==> src/rtl/busarb_pkg.sv <==
package busarb_pkg;
  localparam int XK = 4;
  localparam int XK_RFSH = 0;
  localparam int XK_XDMA = 1;
  localparam int XK_BREL = 2;
  localparam int XK_MST  = 3;

  // index of the lowest set bit (highest rank); 0 if none
  function automatic int first_req(input logic [31:0] v, input int n);
    int r;
    r = 0;
    for (int i = n - 1; i >= 0; i--) begin
      if (v[i]) r = i;
    end
    return r;
  endfunction

  // may external user k start next to the grant set already decided
  function automatic logic ext_fits(input int k, input logic [XK-1:0] cur,
                                    input logic excl, input logic dram);
    logic share;
    logic [XK-1:0] only_rf;
    logic [XK-1:0] only_ms;
    share   = !excl && !dram;
    only_rf = '0;
    only_ms = '0;
    only_rf[XK_RFSH] = 1'b1;
    only_ms[XK_MST]  = 1'b1;
    if (cur == '0) return 1'b1;
    if (k == XK_RFSH) return share && (cur == only_ms);
    if (k == XK_MST)  return share && (cur == only_rf);
    return 1'b0;
  endfunction
endpackage

==> src/rtl/busarb_int.sv <==
module busarb_int #(
  parameter int NM = 4
) (
  input  logic          clk,
  input  logic          rst_n,
  input  logic [NM-1:0] req,
  input  logic [NM-1:0] rdy,
  output logic [NM-1:0] ack,
  output logic          rel_ev,
  output logic          start_ev
);
  import busarb_pkg::*;
  localparam int IW = (NM > 1) ? $clog2(NM) : 1;

  logic          own_vld;
  logic [IW-1:0] own_idx;
  logic [31:0]   req_w;

  assign req_w    = 32'(req);
  assign rel_ev   = own_vld && (!req[own_idx] || rdy[own_idx]);
  assign start_ev = !own_vld && (req != '0);

  always_ff @(posedge clk) begin
    if (!rst_n) begin
      own_vld <= 1'b0;
      own_idx <= '0;
    end else if (rel_ev) begin
      own_vld <= 1'b0;
    end else if (start_ev) begin
      own_vld <= 1'b1;
      own_idx <= IW'(first_req(req_w, NM));
    end
  end

  for (genvar i = 0; i < NM; i++) begin : g_ack
    assign ack[i] = own_vld && (own_idx == IW'(i));
  end
endmodule

==> src/rtl/busarb_ext.sv <==
module busarb_ext (
  input  logic                     clk,
  input  logic                     rst_n,
  input  logic [busarb_pkg::XK-1:0] xreq,
  input  logic                     excl,
  input  logic                     dram,
  output logic [busarb_pkg::XK-1:0] xgnt
);
  import busarb_pkg::*;

  logic [XK-1:0] held;
  logic [XK-1:0] nxt;
  logic          blk;

  assign held = xgnt & xreq;

  always_comb begin
    nxt = held;
    blk = 1'b0;
    for (int k = 0; k < XK; k++) begin
      if (xreq[k] && !held[k]) begin
        if (!blk && ext_fits(k, nxt, excl, dram)) nxt[k] = 1'b1;
        else blk = 1'b1;
      end
    end
  end

  always_ff @(posedge clk) begin
    if (!rst_n) xgnt <= '0;
    else        xgnt <= nxt;
  end
endmodule

==> src/rtl/busarb_top.sv <==
module busarb_top #(
  parameter int NM = 4
) (
  input  logic          clk,
  input  logic          rst_n,
  input  logic [NM-1:0] mreq,
  input  logic [NM-1:0] mrdy,
  input  logic          rfsh_excl,
  input  logic          rfsh_req,
  input  logic          xdma_xreq,
  input  logic          brel_req,
  input  logic          mst_xreq,
  input  logic          mst_xdram,
  output logic [NM-1:0] mack,
  output logic          rfsh_gnt,
  output logic          xdma_xgnt,
  output logic          brel_gnt,
  output logic          mst_xgnt
);
  import busarb_pkg::*;

  logic          int_rel;
  logic          int_start;
  logic          mst_owns;
  logic [XK-1:0] xreq_eff;
  logic [XK-1:0] xgnt;

  busarb_int #(.NM(NM)) u_int (
    .clk(clk), .rst_n(rst_n), .req(mreq), .rdy(mrdy),
    .ack(mack), .rel_ev(int_rel), .start_ev(int_start)
  );

  // a non-DMA-engine master holds the internal bus
  assign mst_owns = |mack[NM-1:1];

  assign xreq_eff[XK_RFSH] = rfsh_req;
  assign xreq_eff[XK_XDMA] = xdma_xreq;
  assign xreq_eff[XK_BREL] = brel_req;
  assign xreq_eff[XK_MST]  = mst_xreq && mst_owns;

  busarb_ext u_ext (
    .clk(clk), .rst_n(rst_n), .xreq(xreq_eff),
    .excl(rfsh_excl), .dram(mst_xdram), .xgnt(xgnt)
  );

  assign rfsh_gnt  = xgnt[XK_RFSH];
  assign xdma_xgnt = xgnt[XK_XDMA];
  assign brel_gnt  = xgnt[XK_BREL];
  assign mst_xgnt  = xgnt[XK_MST];
endmodule

==> config.mk <==
export PLATFORM = sky130hd
export DESIGN_NAME = busarb_top
export DESIGN_NICKNAME = d
export VERILOG_FILES = /design/src/rtl/busarb_pkg.sv /design/src/rtl/busarb_int.sv /design/src/rtl/busarb_ext.sv /design/src/rtl/busarb_top.sv
export SDC_FILE = /design/constraint.sdc
export NUM_CORES = 1
export LEC_CHECK = 0
export BUFFER_PORTS_ARGS = -buffer_cell sky130_fd_sc_hd__clkbuf_2
export CORE_AREA = 5 5 42 44
export DETAILED_ROUTE_END_ITERATION = 6
export DIE_AREA = 0 0 47 49
export PLACE_DENSITY = 0.63
export SYNTH_ARGS = -nofsm -noshare
export SYNTH_HDL_FRONTEND = slang
export SYNTH_HIERARCHICAL = 1
export SYNTH_SLANG_ARGS = --single-unit
==> constraint.sdc <==
create_clock -name clk -period 2.5 [get_ports clk]
set_input_delay 0 -clock clk [delete_from_list [all_inputs] [get_ports clk]]
set_output_delay 0 -clock clk [all_outputs]
set_load 0.1 [all_outputs]
==> results.json, run 1 <==
{
  "grt_usage_pct": 9.951,
  "vias": 441,
  "final_nets": 87,
  "status": "completed",
  "setup-tns-final_ns": 0,
  "drt-total-wl_mm": 1.003,
  "slew_headroom_pct": 63.80,
  "endpoint_kind": "flop",
  "netlist_area_um2": 379.1,
  "worstPathMaxFanout": 9,
  "worstHoldPathType": "in -> reg",
  "rr_startpoint": "u_int/own_idx[0]",
  "vdd_drop_max_v": 0.0002860,
  "period_minus_slack_ns": 1.534,
  "cts_hold_buf": 1,
  "row_count": 14,
  "cts_tree": "done",
  "setup_viol": 0,
  "routed_via_density": 5.128,
  "io_buffer_count": 23,
  "rsz0062_at_grt": "no",
  "fin_crit_sh_pct": 61.35,
  "drt_iter0_drc": 4,
  "grt_antenna_before_repair": 0,
  "worstSkewPairLatency_ns": 0.24,
  "ctsHtreeMaxLevel": 1,
  "fillCellCount": 166,
  "drt_pass1_iterations": 3,
  "pin_count": 24,
  "core_um2": 1401,
  "final-max-slew-violation-count": 0,
  "initial_utilization_pct": 27.05,
  "wl_per_cell_um": 11.66,
  "final_common_cell": "clkbuf_2",
  "power_density_nw_per_um2": 595.8,
  "rr_worst_depth": 4,
  "die_h_um": 49,
  "n_antenna_cell": 0,
  "min_from": "xdma_xreq",
  "route.detailed.drc": 0,
  "clk_pin_slew_ns": 0.05,
  "syn2layout_area_growth_pct": 46.20,
  "synth_cells": 43,
  "timing.final.hold_violations": 0,
  "cts.sinks": 7,
  "cap_violations": 0,
  "cts_resized": 0,
  "overflow": 0,
  "grt_pass1_wl_mm": 1.704,
  "p_leak_nw": 0.2847,
  "place_inst": 81,
  "total_power_mw": 0.3303,
  "post_cts_buffers": 0,
  "synth.avg_cell_area_um2": 8.817,
  "fin_worst_skew_ns": 0.001309,
  "grt_start_max_net_pins": 10,
  "place_congestion": 0.7148,
  "required_ns": 2.69,
  "rr_endpoint": "u_ext/xgnt[2]",
  "syn-num-nets": 59,
  "hpwl_um": 828.3,
  "worst_hold_slack_ns": 0.02083,
  "grt_pass1_vias": 419,
  "fin_util_pct": 39.55,
  "mostFrequentLayoutCells": "23 x clkbuf_2, 7 x dfxtp_1, 6 x nor2_1",
  "tightest_slew_ns": 0.5454,
  "instances_no_fill": 86,
  "timing.fmax_ghz": 0.6520,
  "dieWidth_um": 47,
  "cts_buffers": 3,
  "drive_gt1_share_pct": 44.29,
  "path_class": "reg -> reg",
  "startpoint_type": "flop",
  "r2r_setup_slack_ns": 0.97,
  "clk_path_buf_depth": 2,
  "cp_data_arrival_time_ns": 1.72,
  "cts_root_buffer": "clkbuf_4",
  "min_path_cells": 2,
  "ys_warn_count": 6,
  "ant_nets": 0,
  "min_to": "u_ext/xgnt[1]",
  "dieArea_um2": 2303
}
## worst max-delay path: stages (launching register included)
cell and delay (ns):
dfxtp_1 0.46, and3b_1 0.23, o31a_1 0.35, a211oi_1 0.28
o211a_1 0.16
## stage by stage
step	area, um2	setup WS [ns]
2_1_floorplan	386.6	0.3545
3_3_place_gp	518.0	1.037
3_5_place_dp	518.0	0.9725
4_1_cts	554.3	0.9557
5_1_grt	554.3	0.8713
6_report	554.3	0.9662
## final cells by class
type | instances | area [um2] | area share (%)
clock buffers | 4 | 26.28 | 4.740
inverters | 1 | 3.754 | 0.6772
multi-input cells | 34 | 239.0 | 43.12
flip-flops and latches | 7 | 140.1 | 25.28
well taps | 16 | 20.02 | 3.612
repair buffers | 24 | 125.1 | 22.57
## metal layers
layer / vias to the layer above / wire (um) / track usage (%)
li1: 225 / - / -
met1: 195 / 411 / 13.05
met2: 19 / 457 / 13.35
met3: 2 / 127 / 4.059
met4: 0 / 7 / 5.530
met5: - / 0 / 0
## flip-flops by register name, indices dropped and copies added (netlist names)
register	count
u_int/own_vld	1
u_int/own_idx	2
u_ext/xgnt	4
## how the worst max path moves through the flow
stage                      from            end  slack [ns]  cells past startpoint
2_1_floorplan     u_int/own_vld  u_ext/xgnt[2]        0.35                      6
3_3_place_gp   u_int/own_idx[0]  u_ext/xgnt[2]        1.04                      4
3_5_place_dp   u_int/own_idx[0]  u_ext/xgnt[2]        0.97                      4
4_1_cts        u_int/own_idx[0]  u_ext/xgnt[2]        0.96                      4
5_1_grt        u_int/own_idx[0]  u_ext/xgnt[2]        0.87                      4
6_report       u_int/own_idx[0]  u_ext/xgnt[2]        0.97                      4
## power breakdown
part           total (mW)  internal (mW)  switching (mW)
clock              0.0992         0.0607          0.0385
sequential          0.132          0.119          0.0128
combinational      0.0988         0.0300          0.0689
total               0.330          0.210           0.120
No activity file was read; power rests on OpenSTA's default activity.
==> inputs of run 2 (changes only) <==
--- a/config.mk
+++ b/config.mk
@@ -9,7 +9,7 @@
 export CORE_AREA = 5 5 42 44
 export DETAILED_ROUTE_END_ITERATION = 6
 export DIE_AREA = 0 0 47 49
-export PLACE_DENSITY = 0.63
+export PLACE_DENSITY = 0.65
 export SYNTH_ARGS = -nofsm -noshare
 export SYNTH_HDL_FRONTEND = slang
 export SYNTH_HIERARCHICAL = 1
==> constraint.sdc (replaced) <==
create_clock -name clk -period 1.35 [get_ports clk]
set_input_delay 0 -clock clk [delete_from_list [all_inputs] [get_ports clk]]
set_output_delay 0 -clock clk [all_outputs]
set_load 0.1 [all_outputs]
==> run 2 against run 1 <==
Net effect: the flow now finishes with violations (negative setup slack); first-iteration DRC count rose to 3.3 times the previous value; clock skew rose by 0.0012 ns; routed wire length rose by 26%; flip-flop and latch count did not move; worst hold slack improved by 0.00079 ns; highest routed layer unchanged; global-route usage rose by 1.7 points; non-clock buffer count rose by 9; register-to-register slack got worse by 0.98 ns; count of clock-buffer cells in the layout did not move; sequential share of layout area fell by 4.8 points; power rose by 110%.
==> results.json, run 2 (synthesized netlist as in run 1, its figures left out) <==
{
  "initial_utilization_pct": 27.05,
  "setup-tns-final_ns": -0.01388,
  "crit_chain": "buf_6, nand2_4, nor2_4, o31a_1, a221oi_2, o211a_1",
  "tightest_slew_ns": 0.5417,
  "cp_top_family": "compound AO/OA/AOI/OAI gates",
  "cp_data_arrival_time_ns": 1.56,
  "place_area_um2": 660.6,
  "grt_pass1_wl_mm": 1.945,
  "routed_via_density": 5.179,
  "drt_iter0_drc": 13,
  "worst-path-stages": 6,
  "instances_no_fill": 95,
  "startpoint_type": "flop",
  "grt_usage_pct": 11.63,
  "clk_path_buf_depth": 2,
  "seq_area_um2": 146.4,
  "clk_pin_slew_ns": 0.05,
  "violations": "negative setup slack",
  "setup.worst_path.start": "u_int/own_idx[0]",
  "ant_nets": 0,
  "timing.fmax_ghz": 0.7332,
  "rr_worst_depth": 6,
  "row_count": 14,
  "place_inst": 89,
  "rsz0062_at_grt": "yes",
  "r2r_setup_slack_ns": -0.01,
  "final-max-slew-violation-count": 0,
  "path_class": "reg -> reg",
  "setup_viol": 1,
  "endpoint_kind": "flop",
  "cts_buffers": 3,
  "core_um2": 1401,
  "crit_buf_inv": 1,
  "cts_root_buffer": "clkbuf_4",
  "grt_start_max_net_pins": 9,
  "drt-total-wl_mm": 1.259,
  "power_density_nw_per_um2": 967.7,
  "multi_input_comb_area_um2": 265.3,
  "syn2layout_area_growth_pct": 88.78,
  "ctsHtreeMaxLevel": 1,
  "mostFrequentLayoutCells": "19 x clkbuf_2, 9 x buf_4, 6 x nor2_1",
  "p_leak_nw": 0.3553,
  "worst_slack_ns": -0.01388,
  "cts_hold_buf": 0,
  "io_buffer_count": 23,
  "die_h_um": 49,
  "hpwl_um": 938.4,
  "place_congestion": 0.7420,
  "fillCellCount": 137,
  "worstSkewPairLatency_ns": 0.25,
  "rr_endpoint": "u_ext/xgnt[1]",
  "min_path_cells": 3,
  "top_register": "u_ext/xgnt",
  "dieWidth_um": 47,
  "vias": 492,
  "wl_per_cell_um": 13.25,
  "worstPathMaxFanout": 4,
  "grt_pass1_vias": 474,
  "worstHoldPathType": "in -> reg",
  "cts.sinks": 7,
  "route.detailed.drc": 0,
  "crit_path_end": "u_ext/xgnt[1]",
  "rr_startpoint": "u_int/own_idx[0]",
  "grt_antenna_before_repair": 0,
  "final_common_cell": "clkbuf_2",
  "slew_headroom_pct": 64.04,
  "vdd_drop_max_v": 0.0005109,
  "cts_tree": "done",
  "dieArea_um2": 2303,
  "cap_violations": 0,
  "top_regs": "u_ext/xgnt (4), u_int/own_idx (2), u_int/own_vld (1)",
  "timing.final.hold_violations": 0,
  "overflow": 0,
  "largest_reg_flops": 4,
  "dp_slack_ns": 0.008422,
  "fin_crit_sh_pct": 101.0,
  "status": "complete, but fails checks",
  "pin_count": 24,
  "final_cell_area_um2": 715.7,
  "cpPeakStageDelay_ns": 0.35,
  "n_antenna_cell": 0,
  "worst_hold_slack_ns": 0.02162,
  "final_nets": 96,
  "drive_gt1_share_pct": 60.76,
  "required_ns": 1.55,
  "drt_pass1_iterations": 4,
  "period_minus_slack_ns": 1.364,
  "cpMaxStageDelayCell": "dfxtp_4",
  "fin_worst_skew_ns": 0.002505
}
[run 2: cell types whose count changed in the layout (fill, tap and decap cells not counted), moves of 2 or more]
cell	before	now
buf_4	0	9
buf_12	0	4
clkbuf_2	23	19
dfxtp_1	7	4
dfxtp_2	0	2
[run 2: worst min path at each step]
stage,from,end,slack (ns)
after floorplan,rst_n,u_int/own_vld,0.12
after global placement,xdma_xreq,u_ext/xgnt[1],0.26
after detailed placement,xdma_xreq,u_ext/xgnt[1],0.27
after CTS,xdma_xreq,u_ext/xgnt[1],0.008
after global routing,xdma_xreq,u_ext/xgnt[1],0.03
final,rfsh_req,u_ext/xgnt[0],0.02
[run 2: repair_timing]
action                                  4_1_cts  5_1_grt
gates resized for setup                       1        4
buffers inserted                              0        2
endpoints found under the setup margin        1        4
pin swaps                                     0        3
[run 2: power by group]
| group | leakage [nW] | internal [mW] | switching, mW |
|---|---|---|---|
| logic | 0.281 | 0.110 | 0.158 |
| clock network | 0.0150 | 0.113 | 0.0735 |
| registers | 0.0589 | 0.223 | 0.0160 |
[run 2: layout make-up]
type / count / share of cell area (%)
repair buffers: 33 / 35.49
clock buffers: 4 / 3.671
well taps: 16 / 2.797
multi-input cells: 34 / 37.06
flip-flops and latches: 7 / 20.45
inverters: 1 / 0.5245
[run 2: metal layers]
layer	global-route usage (%)	wire length (um)
met5	0	0
met4	8.295	6
met3	2.583	119
met2	17.65	621
met1	13.66	511
[run 2: through the flow]
step / utilization (%) / power, mW
5_1_grt: 51.07 / 0.7392
3_3_place_gp: 47.14 / 0.4954
6_report: 51.07 / 0.6926
3_5_place_dp: 47.14 / 0.4988
2_1_floorplan: - / 0.3981
4_1_cts: 49.38 / 0.6969
[run 2: tightest hold or removal path, delay by kind of cell]
kind	cells	cell delay [ns]
simple gates	2	0.10
buf+inv	1	0.12
